===== src/rtl/swd_pkg.sv =====
package swd_pkg;

    localparam logic [2:0] ACK_OK    = 3'b001;
    localparam logic [2:0] ACK_FAULT = 3'b100;

    typedef enum logic [3:0] {
        ST_IDLE,
        ST_REQ,
        ST_TRN1,
        ST_ACK,
        ST_RDATA,
        ST_RPAR,
        ST_TRN2,
        ST_WDATA,
        ST_WPAR
    } link_st_e;

    typedef struct packed {
        logic       ap;
        logic       rnw;
        logic [1:0] a;
    } req_t;

endpackage


===== src/rtl/swd_link.sv =====
module swd_link
    import swd_pkg::*;
#(
    parameter int DATA_W = 32
) (
    input  logic              clk,
    input  logic              rst_n,
    input  logic              swdio_i,
    output logic              swdio_o,
    output logic              swdio_oe,
    output req_t              req_o,
    input  logic              fault_i,
    input  logic [DATA_W-1:0] rdata_i,
    output logic              rd_strobe_o,
    output logic              wr_strobe_o,
    output logic [DATA_W-1:0] wdata_o
);

    localparam int CNT_W = $clog2(DATA_W);

    typedef struct packed {
        link_st_e          state;
        logic [CNT_W-1:0]  cnt;
        logic [DATA_W-1:0] sr;
        req_t              req;
        logic              par;
        logic              bad;
        logic [2:0]        ack;
        logic              to_wr;
    } link_s;

    link_s q, d;

    always_comb begin
        d           = q;
        rd_strobe_o = 1'b0;
        wr_strobe_o = 1'b0;
        unique case (q.state)
            ST_IDLE: begin
                if (swdio_i) begin
                    d.state = ST_REQ;
                    d.cnt   = '0;
                    d.par   = 1'b0;
                    d.bad   = 1'b0;
                end
            end
            ST_REQ: begin
                d.cnt = q.cnt + 1'b1;
                case (q.cnt)
                    CNT_W'(0): begin d.req.ap   = swdio_i; d.par = q.par ^ swdio_i; end
                    CNT_W'(1): begin d.req.rnw  = swdio_i; d.par = q.par ^ swdio_i; end
                    CNT_W'(2): begin d.req.a[0] = swdio_i; d.par = q.par ^ swdio_i; end
                    CNT_W'(3): begin d.req.a[1] = swdio_i; d.par = q.par ^ swdio_i; end
                    CNT_W'(4): d.bad = q.bad | (swdio_i != q.par);
                    CNT_W'(5): d.bad = q.bad | swdio_i;
                    default: begin
                        d.state = (q.bad || !swdio_i) ? ST_IDLE : ST_TRN1;
                    end
                endcase
            end
            ST_TRN1: begin
                d.ack   = fault_i ? ACK_FAULT : ACK_OK;
                d.state = ST_ACK;
                d.cnt   = '0;
            end
            ST_ACK: begin
                d.cnt = q.cnt + 1'b1;
                if (q.cnt == CNT_W'(2)) begin
                    d.cnt   = '0;
                    d.par   = 1'b0;
                    d.to_wr = 1'b0;
                    if (q.ack != ACK_OK) begin
                        d.state = ST_TRN2;
                    end else if (q.req.rnw) begin
                        d.state     = ST_RDATA;
                        d.sr        = rdata_i;
                        rd_strobe_o = 1'b1;
                    end else begin
                        d.state = ST_TRN2;
                        d.to_wr = 1'b1;
                    end
                end
            end
            ST_RDATA: begin
                d.sr  = q.sr >> 1;
                d.par = q.par ^ q.sr[0];
                d.cnt = q.cnt + 1'b1;
                if (q.cnt == CNT_W'(DATA_W - 1)) d.state = ST_RPAR;
            end
            ST_RPAR: begin
                d.state = ST_TRN2;
                d.to_wr = 1'b0;
            end
            ST_TRN2: begin
                d.state = q.to_wr ? ST_WDATA : ST_IDLE;
                d.cnt   = '0;
                d.par   = 1'b0;
                d.to_wr = 1'b0;
            end
            ST_WDATA: begin
                d.sr  = {swdio_i, q.sr[DATA_W-1:1]};
                d.par = q.par ^ swdio_i;
                d.cnt = q.cnt + 1'b1;
                if (q.cnt == CNT_W'(DATA_W - 1)) d.state = ST_WPAR;
            end
            ST_WPAR: begin
                wr_strobe_o = (swdio_i == q.par);
                d.state     = ST_IDLE;
            end
            default: d.state = ST_IDLE;
        endcase
    end

    always_ff @(posedge clk or negedge rst_n) begin
        if (!rst_n) begin
            q       <= '0;
            q.state <= ST_IDLE;
        end else begin
            q <= d;
        end
    end

    always_comb begin
        swdio_oe = 1'b0;
        swdio_o  = 1'b0;
        case (q.state)
            ST_ACK:   begin swdio_oe = 1'b1; swdio_o = q.ack[q.cnt[1:0]]; end
            ST_RDATA: begin swdio_oe = 1'b1; swdio_o = q.sr[0];           end
            ST_RPAR:  begin swdio_oe = 1'b1; swdio_o = q.par;             end
            default: ;
        endcase
    end

    assign req_o   = q.req;
    assign wdata_o = q.sr;

    // the line is always handed back through a turnaround cycle
    assert_release_via_trn_R4: assert property (@(posedge clk) disable iff (!rst_n)
        $fell(swdio_oe) |-> q.state == ST_TRN2);

    // target drive starts only after the request turnaround
    assert_drive_after_trn_R4: assert property (@(posedge clk) disable iff (!rst_n)
        $rose(swdio_oe) |-> $past(q.state) == ST_TRN1);

    // acknowledge holds exactly one legal code
    assert_ack_code_R4: assert property (@(posedge clk) disable iff (!rst_n)
        q.state == ST_ACK |-> $countones(q.ack) == 1);

endmodule


===== src/rtl/swd_regs.sv =====
module swd_regs
    import swd_pkg::*;
#(
    parameter int          DATA_W = 32,
    parameter logic [31:0] IDCODE = 32'h2BA01477
) (
    input  logic              clk,
    input  logic              rst_n,
    input  req_t              req_i,
    input  logic              rd_strobe_i,
    input  logic              wr_strobe_i,
    input  logic [DATA_W-1:0] wdata_i,
    output logic              fault_o,
    output logic [DATA_W-1:0] rdata_o,
    output logic              dbg_pwr_o,
    output logic [DATA_W-1:0] mem_addr_o,
    output logic [DATA_W-1:0] mem_wdata_o,
    output logic              mem_we_o,
    output logic              mem_re_o,
    input  logic [DATA_W-1:0] mem_rdata_i
);

    localparam logic [1:0] A_CSW = 2'd0;
    localparam logic [1:0] A_TAR = 2'd1;
    localparam logic [1:0] A_DRW = 2'd3;
    localparam logic [1:0] A_ID  = 2'd0;
    localparam logic [1:0] A_CTL = 2'd1;

    typedef struct packed {
        logic              sys_req;
        logic              sys_ack;
        logic              dbg_req;
        logic              dbg_ack;
        logic [DATA_W-1:0] csw;
        logic [DATA_W-1:0] tar;
    } regs_s;

    regs_s q, d;
    logic  size_ok, autoinc, drw_sel;

    assign size_ok = (q.csw[2:0] == 3'b010);
    assign autoinc = (q.csw[5:4] == 2'b01);
    assign drw_sel = req_i.ap && (req_i.a == A_DRW) && size_ok;

    assign fault_o     = req_i.ap && !q.dbg_ack;
    assign dbg_pwr_o   = q.dbg_ack;
    assign mem_addr_o  = q.tar;
    assign mem_wdata_o = wdata_i;
    assign mem_re_o    = rd_strobe_i && drw_sel;
    assign mem_we_o    = wr_strobe_i && drw_sel;

    always_comb begin
        rdata_o = '0;
        if (!req_i.ap) begin
            if (req_i.a == A_ID)       rdata_o = DATA_W'(IDCODE);
            else if (req_i.a == A_CTL) rdata_o = {q.sys_ack, q.sys_req, q.dbg_ack,
                                                  q.dbg_req, (DATA_W - 4)'(0)};
        end else begin
            case (req_i.a)
                A_CSW:   rdata_o = q.csw;
                A_TAR:   rdata_o = q.tar;
                A_DRW:   rdata_o = size_ok ? mem_rdata_i : '1;
                default: rdata_o = '0;
            endcase
        end
    end

    always_comb begin
        d         = q;
        d.sys_ack = q.sys_req;
        d.dbg_ack = q.dbg_req;
        if (wr_strobe_i) begin
            if (!req_i.ap && req_i.a == A_CTL) begin
                d.sys_req = wdata_i[30];
                d.dbg_req = wdata_i[28];
            end else if (req_i.ap && req_i.a == A_CSW) begin
                d.csw = wdata_i;
            end else if (req_i.ap && req_i.a == A_TAR) begin
                d.tar = wdata_i;
            end
        end
        if ((mem_we_o || mem_re_o) && autoinc) d.tar = q.tar + DATA_W'(4);
    end

    always_ff @(posedge clk or negedge rst_n) begin
        if (!rst_n) q <= '0;
        else        q <= d;
    end

    // a power acknowledge never rises without its request
    assert_dbg_ack_follows_R6: assert property (@(posedge clk) disable iff (!rst_n)
        $rose(q.dbg_ack) |-> $past(q.dbg_req));
    assert_sys_ack_follows_R6: assert property (@(posedge clk) disable iff (!rst_n)
        $rose(q.sys_ack) |-> $past(q.sys_req));

    // auto-increment steps the address by one word
    assert_tar_step_R11: assert property (@(posedge clk) disable iff (!rst_n)
        (mem_we_o || mem_re_o) && autoinc |=> q.tar == $past(q.tar) + DATA_W'(4));

endmodule


===== src/rtl/swd_target_port.sv =====
module swd_target_port
    import swd_pkg::*;
#(
    parameter int          DATA_W = 32,
    parameter logic [31:0] IDCODE = 32'h2BA01477
) (
    input  logic              clk,
    input  logic              rst_n,
    input  logic              swdio_i,
    output logic              swdio_o,
    output logic              swdio_oe,
    output logic [DATA_W-1:0] mem_addr,
    output logic [DATA_W-1:0] mem_wdata,
    output logic              mem_we,
    output logic              mem_re,
    input  logic [DATA_W-1:0] mem_rdata
);

    req_t              req;
    logic              fault, rd_strobe, wr_strobe, dbg_pwr;
    logic [DATA_W-1:0] rdata, wdata;

    swd_link #(.DATA_W(DATA_W)) i_link (
        .clk         (clk),
        .rst_n       (rst_n),
        .swdio_i     (swdio_i),
        .swdio_o     (swdio_o),
        .swdio_oe    (swdio_oe),
        .req_o       (req),
        .fault_i     (fault),
        .rdata_i     (rdata),
        .rd_strobe_o (rd_strobe),
        .wr_strobe_o (wr_strobe),
        .wdata_o     (wdata)
    );

    swd_regs #(.DATA_W(DATA_W), .IDCODE(IDCODE)) i_regs (
        .clk         (clk),
        .rst_n       (rst_n),
        .req_i       (req),
        .rd_strobe_i (rd_strobe),
        .wr_strobe_i (wr_strobe),
        .wdata_i     (wdata),
        .fault_o     (fault),
        .rdata_o     (rdata),
        .dbg_pwr_o   (dbg_pwr),
        .mem_addr_o  (mem_addr),
        .mem_wdata_o (mem_wdata),
        .mem_we_o    (mem_we),
        .mem_re_o    (mem_re),
        .mem_rdata_i (mem_rdata)
    );

    // the memory bus is only used with debug power acknowledged
    assert_mem_powered_R7: assert property (@(posedge clk) disable iff (!rst_n)
        (mem_we || mem_re) |-> dbg_pwr);

    // the two strobes never coincide
    assert_strobe_excl_R1: assert property (@(posedge clk) disable iff (!rst_n)
        !(mem_we && mem_re));

endmodule


===== config.mk =====
export PLATFORM = sky130hd
export DESIGN_NAME = swd_target_port
export DESIGN_NICKNAME = d
export VERILOG_FILES = /design/src/rtl/swd_pkg.sv /design/src/rtl/swd_link.sv /design/src/rtl/swd_regs.sv /design/src/rtl/swd_target_port.sv
export SDC_FILE = /design/constraint.sdc
export NUM_CORES = 1
export LEC_CHECK = 0
export ABC_AREA = 1
export ABC_CLOCK_PERIOD_IN_PS = 2100
export BUFFER_PORTS_ARGS = -buffer_cell sky130_fd_sc_hd__buf_2
export CAP_MARGIN = 10
export CORE_AREA = 3 3 119 121
export DETAILED_ROUTE_END_ITERATION = 12
export DIE_AREA = 0 0 122 124
export PLACE_DENSITY = 0.8
export SETUP_SLACK_MARGIN = 0.15
export SLEW_MARGIN = 15
export SYNTH_ARGS = -nofsm -noshare
export SYNTH_HDL_FRONTEND = slang
export SYNTH_SLANG_ARGS = --single-unit

===== constraint.sdc =====
create_clock -name clk -period 2.1 [get_ports clk]
set_input_delay 0.105 -clock clk [delete_from_list [all_inputs] [get_ports clk]]
set_output_delay 0.105 -clock clk [all_outputs]
set_load 0.01 [all_outputs]

== Yosys cells after proc, flatten, opt, wreduce, memory -nomap -nowiden ==
Cells that the tools add are included.

* Register bits after elaboration: 119
* Latch bits: 0
* RAM bits: 0
* Bits in read-only memories: 0
* Logic and storage cells: 144
* Memories kept: 0

* Add/subtract/negate cells: 2
* Multipliers: 0
* Divide/modulo/power cells: 0
* Order comparisons: 1
* Equality and inequality tests: 32
* Shifts and indexed selects: 0
* Mux-type cells: 44
* Bitwise operators: 5
* Reductions and logical operators: 43

{| class="wikitable"
|+ Operators with widths
! cell !! number
|-
| $mux 32 || 11
|-
| $pmux 32 s3 || 2
|-
| $mux 41 || 1
|-
| $add 32x3->32 const B || 1
|-
| $pmux 4 s8 || 1
|-
| $pmux 5 s4 || 1
|-
| $eq 4x3->1 const B || 4
|-
| $reduce_and 2->1 || 7
|-
| $mux 1 || 12
|-
| $mux 4 || 3
|-
| $ne 2x2->1 const B || 6
|-
| $reduce_and 4->1 || 3
|-
| $eq 5x2->1 const B || 2
|-
| $eq 5x3->1 const B || 2
|-
| $logic_and 1x1->1 || 9
|-
| $mux 9 || 1
|-
| $eq 4x2->1 const B || 2
|-
| $mux 2 || 4
|-
| $ne 2x1->1 const B || 4
|-
| $reduce_bool 2->1 || 4
|-
| $mux 3 || 2
|-
| $pmux 1 s2 || 3
|-
| $pmux 1 s6 || 1
|-
| $reduce_and 3->1 || 2
|-
| 31 further kinds || 39
|}

== Depth between registers and ports, before layout ==
* Word-level depth: 9
* Depth in mapped cells: 11
* Depth with buffers taken out: 10

== Cells and area by module ==
From an unflattened synthesis, not the netlist that was laid out.

* Cells, all modules: 1,165
* Area, all modules: 8,370.5 um^2

{| class="wikitable"
|+ By module, submodules not included
! module !! times used !! cells each !! area each (um^2)
|-
| swd_regs || 1 || 742 || 5,081.1
|-
| swd_link || 1 || 423 || 3,289.4
|}

== Least setup slack after synthesis ==
Ideal clock, no wire load.

* Path kind: flip-flop to flip-flop
* Start: register i_link.q[42] in the netlist's numbering
* End: register i_regs.q, in the netlist i_regs.mem_addr_o[9]
* Setup time: 128 ps
* Data arrival time: 1,540 ps
* Required time: 1,972 ps
* Setup slack: 432 ps
* Cell stages (with the launch flop): 11
* Path buffers: 1
* Period minus slack after synthesis: 1,668 ps
* Path through: dfrtp_1 -> inv_1 -> ha_1 -> nand3_2 -> nor2_2 -> nand3_2 -> nand2_1 -> nand2_1 -> buf_6 -> o21bai_1 -> nand3_1

* Word-level cells in the longest chain between the ends: 8
* Elaborated cells between the ends (all ways): 12

{| class="wikitable"
|+ RTL lines
! element !! line !! source
|-
| start: declaration || swd_link.sv:32 || <nowiki>link_s q, d;</nowiki>
|-
| $eq 5x2->1 * || swd_link.sv:68 || <nowiki>if (q.cnt == CNT_W'(2)) begin</nowiki>
|-
| $mux 1 * || swd_link.sv:68 ||
|-
| $mux 1 * || swd_link.sv:38 || <nowiki>unique case (q.state)</nowiki>
|-
| $logic_and 1x1->1 * || swd_regs.sv:49 || <nowiki>assign mem_re_o = rd_strobe_i && drw_sel;</nowiki>
|-
| $logic_or 1x1->1 * || swd_regs.sv:82 || <nowiki>if ((mem_we_o || mem_re_o) && autoinc) d.tar = q.tar + DATA_W'(4);</nowiki>
|-
| $logic_and 1x1->1 * || swd_regs.sv:82 ||
|-
| $ne 2x2->1 (no source line) / $reduce_bool 2->1 (equally long branches) || n/a ||
|-
| $reduce_and 4->1 (no source line) || n/a ||
|-
| end signal: assignment || swd_regs.sv:86 || <nowiki>if (!rst_n) q <= '0;</nowiki>
|-
| end signal: assignment || swd_regs.sv:87 || <nowiki>else q <= d;</nowiki>
|-
| end: declaration || swd_regs.sv:38 || <nowiki>regs_s q, d;</nowiki>
|}

Mark *: on every way between the ends. The rest lies on a longest branch, timed or not.
A chain may end at the register's enable or synchronous reset.

== Final worst setup path ==
* Start: register i_link.q[47] in the netlist's numbering
* End: output port swdio_o

* Word-level cells in the longest chain between the ends: 2
* Elaborated cells between the ends (all ways): 4

{| class="wikitable"
|+ RTL lines
! element !! line !! source
|-
| $eq 4x3->1 / $eq 4x2->1 (equally long branches) || swd_link.sv:126 || <nowiki>case (q.state)</nowiki>
|-
| $pmux 1 s3 * || swd_link.sv:126 ||
|-
| end: declaration || swd_target_port.sv:10 || <nowiki>output logic swdio_o,</nowiki>
|}

Marked as above.

==> impl_results.md <==
- H-tree lvl count: 4
- CORE AREA: 13200 um2
- CP Data Required Time: 2000 ps
- Initial core utilization: 58.7%
- Final slew viol count: 0
- Synthesized flop and latch total: 118
- Fmax: 535 MHz
- Lkg Pwr: 0.00464 uW
- Setup TNS: 0 ps
- CTS tree: yes
- Most common library cell in the layout ignoring fill and taps: nand2_1
- Ant diodes: 0
- WL/cell: 16.4 um
- Hpwl dp: 15.0 mm
- CTS Buf Count: 17
- Worst hold margin: 99.5 ps
- Residual DRC: 0
- Syn nets: 1121
- Nets: 1169
- Gr usage total: 29.7%
- Max-Cap Viols: 0
- IO buf count: 102
- Clock-pin transition on the worst setup and hold timing paths: 50 ps
- First-pass GRT wire length: 35.4 mm
- Worst Path Arrival: 1760 ps
- Commonest cells after routing, fill and taps aside: 259 x nand2_1, 135 x inv_1, 118 x dfrtp_1
- Clock sink count: 118
- Gpl congestion: 0.915
- Die Ht: 124 um
- I/O pin count: 103
- VDD IR max: 0.970 mV
- Full die area: 15100 um2
- Gr ovfl total: 0
- Setup violators final: 0
- DR vias: 7519
- YS warnings: 0
- Max-slew headroom: 59.6%
- Worst setup EP type: primary output
- Largest net degree at the start of global routing: 49
- 1st-iter DRT viols: 757
- FP Rows: 42
- Clock Skew: 9.54 ps
- Power per cell area: 1190 nW/um2
- RSZ-0062 raised after global routing: yes
- Min Tclk post-route: 1870 ps
- Final ANT Viol Nets: 0
- Post-synthesis cell area: 7740 um2
- Critical path class: reg -> out
- Layout cells sized above 1: 17.9%
- Register area share after synthesis: 38.1%
- Netlist cell types: 36
- Vias per inst: 5.72
- Fin crit share: 89.0%
- Outcome: finished, final reports clean
- Worst-Margin Slew: 603 ps
- Chip width: 122 um
- Initial antenna violation count: 0
- CTS max path bufs: 2
- Root Driver: clkbuf_16
- Crit path launch type: flop
- CP max FO: 6
- Vias in the first global route: 7070
- Average footprint of a synthesized cell: 7.17 um2
- Clock Latency Late Sink: 420 ps
- Mapped Cells: 1080
- Synth-to-Final Area Change: 13.6%
- Routed wire length: 21.5 mm
- Final Hold Vio Count: 0
- Worst hold path class: in -> reg
- First-pass DRT Iterations: 5
flip-flops by register name, indices dropped and copies added, names as in the netlist:
name               cells
i_regs.dbg_pwr_o       1
i_regs.mem_addr_o     32
i_link.wdata_o        32
i_link.req_o           4
i_link.q              14
i_regs.d               2
i_regs.q              33
synthesized netlist by cell type:
library cell	instances	area, um2
nand2_1	260	976
mux2i_1	4	40.0
nor2_4	6	67.6
o311ai_0	1	8.76
inv_1	136	510
nand3b_1	4	30.0
nand4_1	27	169
nor2_2	7	43.8
inv_2	4	15.0
nand3_1	100	500
nor2_1	80	300
a2bb2oi_1	2	17.5
a22oi_1	14	105
buf_2	20	100
o221ai_1	1	8.76
xnor2_1	1	8.76
a21boi_1	16	120
xor2_1	7	61.3
buf_4	69	518
or2_2	3	18.8
o21ai_2	2	17.5
o2111ai_1	12	105
nor3_2	1	10.0
a21oi_1	68	340
nand2_2	4	25.0
nand2_4	1	11.3
a21boi_2	1	11.3
dfrtp_1	118	2950
nor3_1	5	25.0
buf_6	1	11.3
o211ai_1	13	97.6
nand3_2	5	50.1
ha_1	6	75.1
o21bai_1	4	30.0
o21ai_0	58	290
clkbuf_1	19	71.3
metal layers:
metal  track usage, %  wire (um)  up-vias
li1                 -          -     3564
met1             41.4       9200     3531
met2             46.4       9930      384
met3             5.22       1910       40
met4             11.1        470        0
met5                0          0        -
worst paths after layout:
kind / startpoint / to / slack, ps / cells past startpoint
min in group asynchronous: rst_n / i_regs.q[39]$_DFFE_PN0P_ / 160 / 2
hold / removal: swdio_i / i_link.q[4]$_DFFE_PN0P_ / 100 / 3
setup / recovery: i_link.q[47]$_DFFE_PN0P_ / swdio_o / 230 / 5
setup reg to reg: i_link.q[47]$_DFFE_PN0P_ / i_regs.mem_addr_o[16]$_DFFE_PN0P_ / 300 / 9
hold reg to reg: i_regs.d[64]$_DFFE_PN0P_ / i_regs.dbg_pwr_o$_DFF_PN0_ / 400 / 0
max in group asynchronous: rst_n / i_regs.mem_addr_o[26]$_DFFE_PN0P_ / 1350 / 3
area by class of cell:
type | instances | area, um2
clock buffer | 25 | 495
clock inverter | 4 | 70.1
fill | 1145 | 4390
inverter | 140 | 528
multi-input combinational | 714 | 3640
sequential | 118 | 2950
tap | 176 | 220
timing repair buffer | 137 | 886
through the flow:
step	utilization [%]	power (uW)	cells	area [um2]	setup slack, ps
after floorplan	-	6470	1080	7740	432
after global placement	61.4	7470	1279	8100	166
after detailed placement	61.4	7540	1279	8100	105
after CTS	65.9	10400	1310	8690	162
after global routing	66.7	11200	1314	8800	118
final	66.7	10500	1314	8800	232
critical path: stages (launching register included):
cell and delay (ps):
dfrtp_1 470, inv_1 160, nor2_1 180, nand2_1 150, o221ai_1 210, buf_2 170
kinds of logic (layout without fill, tap and decap cells):
kind of cell             Yosys count  in the layout  synth area share (%)
AO/OA/AOI/OAI                    192            192                  14.9
XOR/XNOR                           8              8                 0.905
adder cells (fa/ha/maj)            6              6                 0.969
buffers and inverters            249            306                  15.8
flip-flops                       118            118                  38.1
multiplexers                       4              4                 0.517
AND/OR/NAND/NOR                  503            504                  28.8
where the power goes:
part	switching (uW)	total (uW)	internal, uW
sequential	618	3410	2790
combinational	2700	4270	1570
clock	966	2810	1840
repair_timing:
item	4_1_cts	5_1_grt
cloned	0	1
resized for setup	1	15
endpoints found under the hold margin	40	0
hold buffers	1	0
setup endpoints to repair	3	55
pin swaps	1	3
setup buffers	1	3
Power figures use the tool's default switching activity.
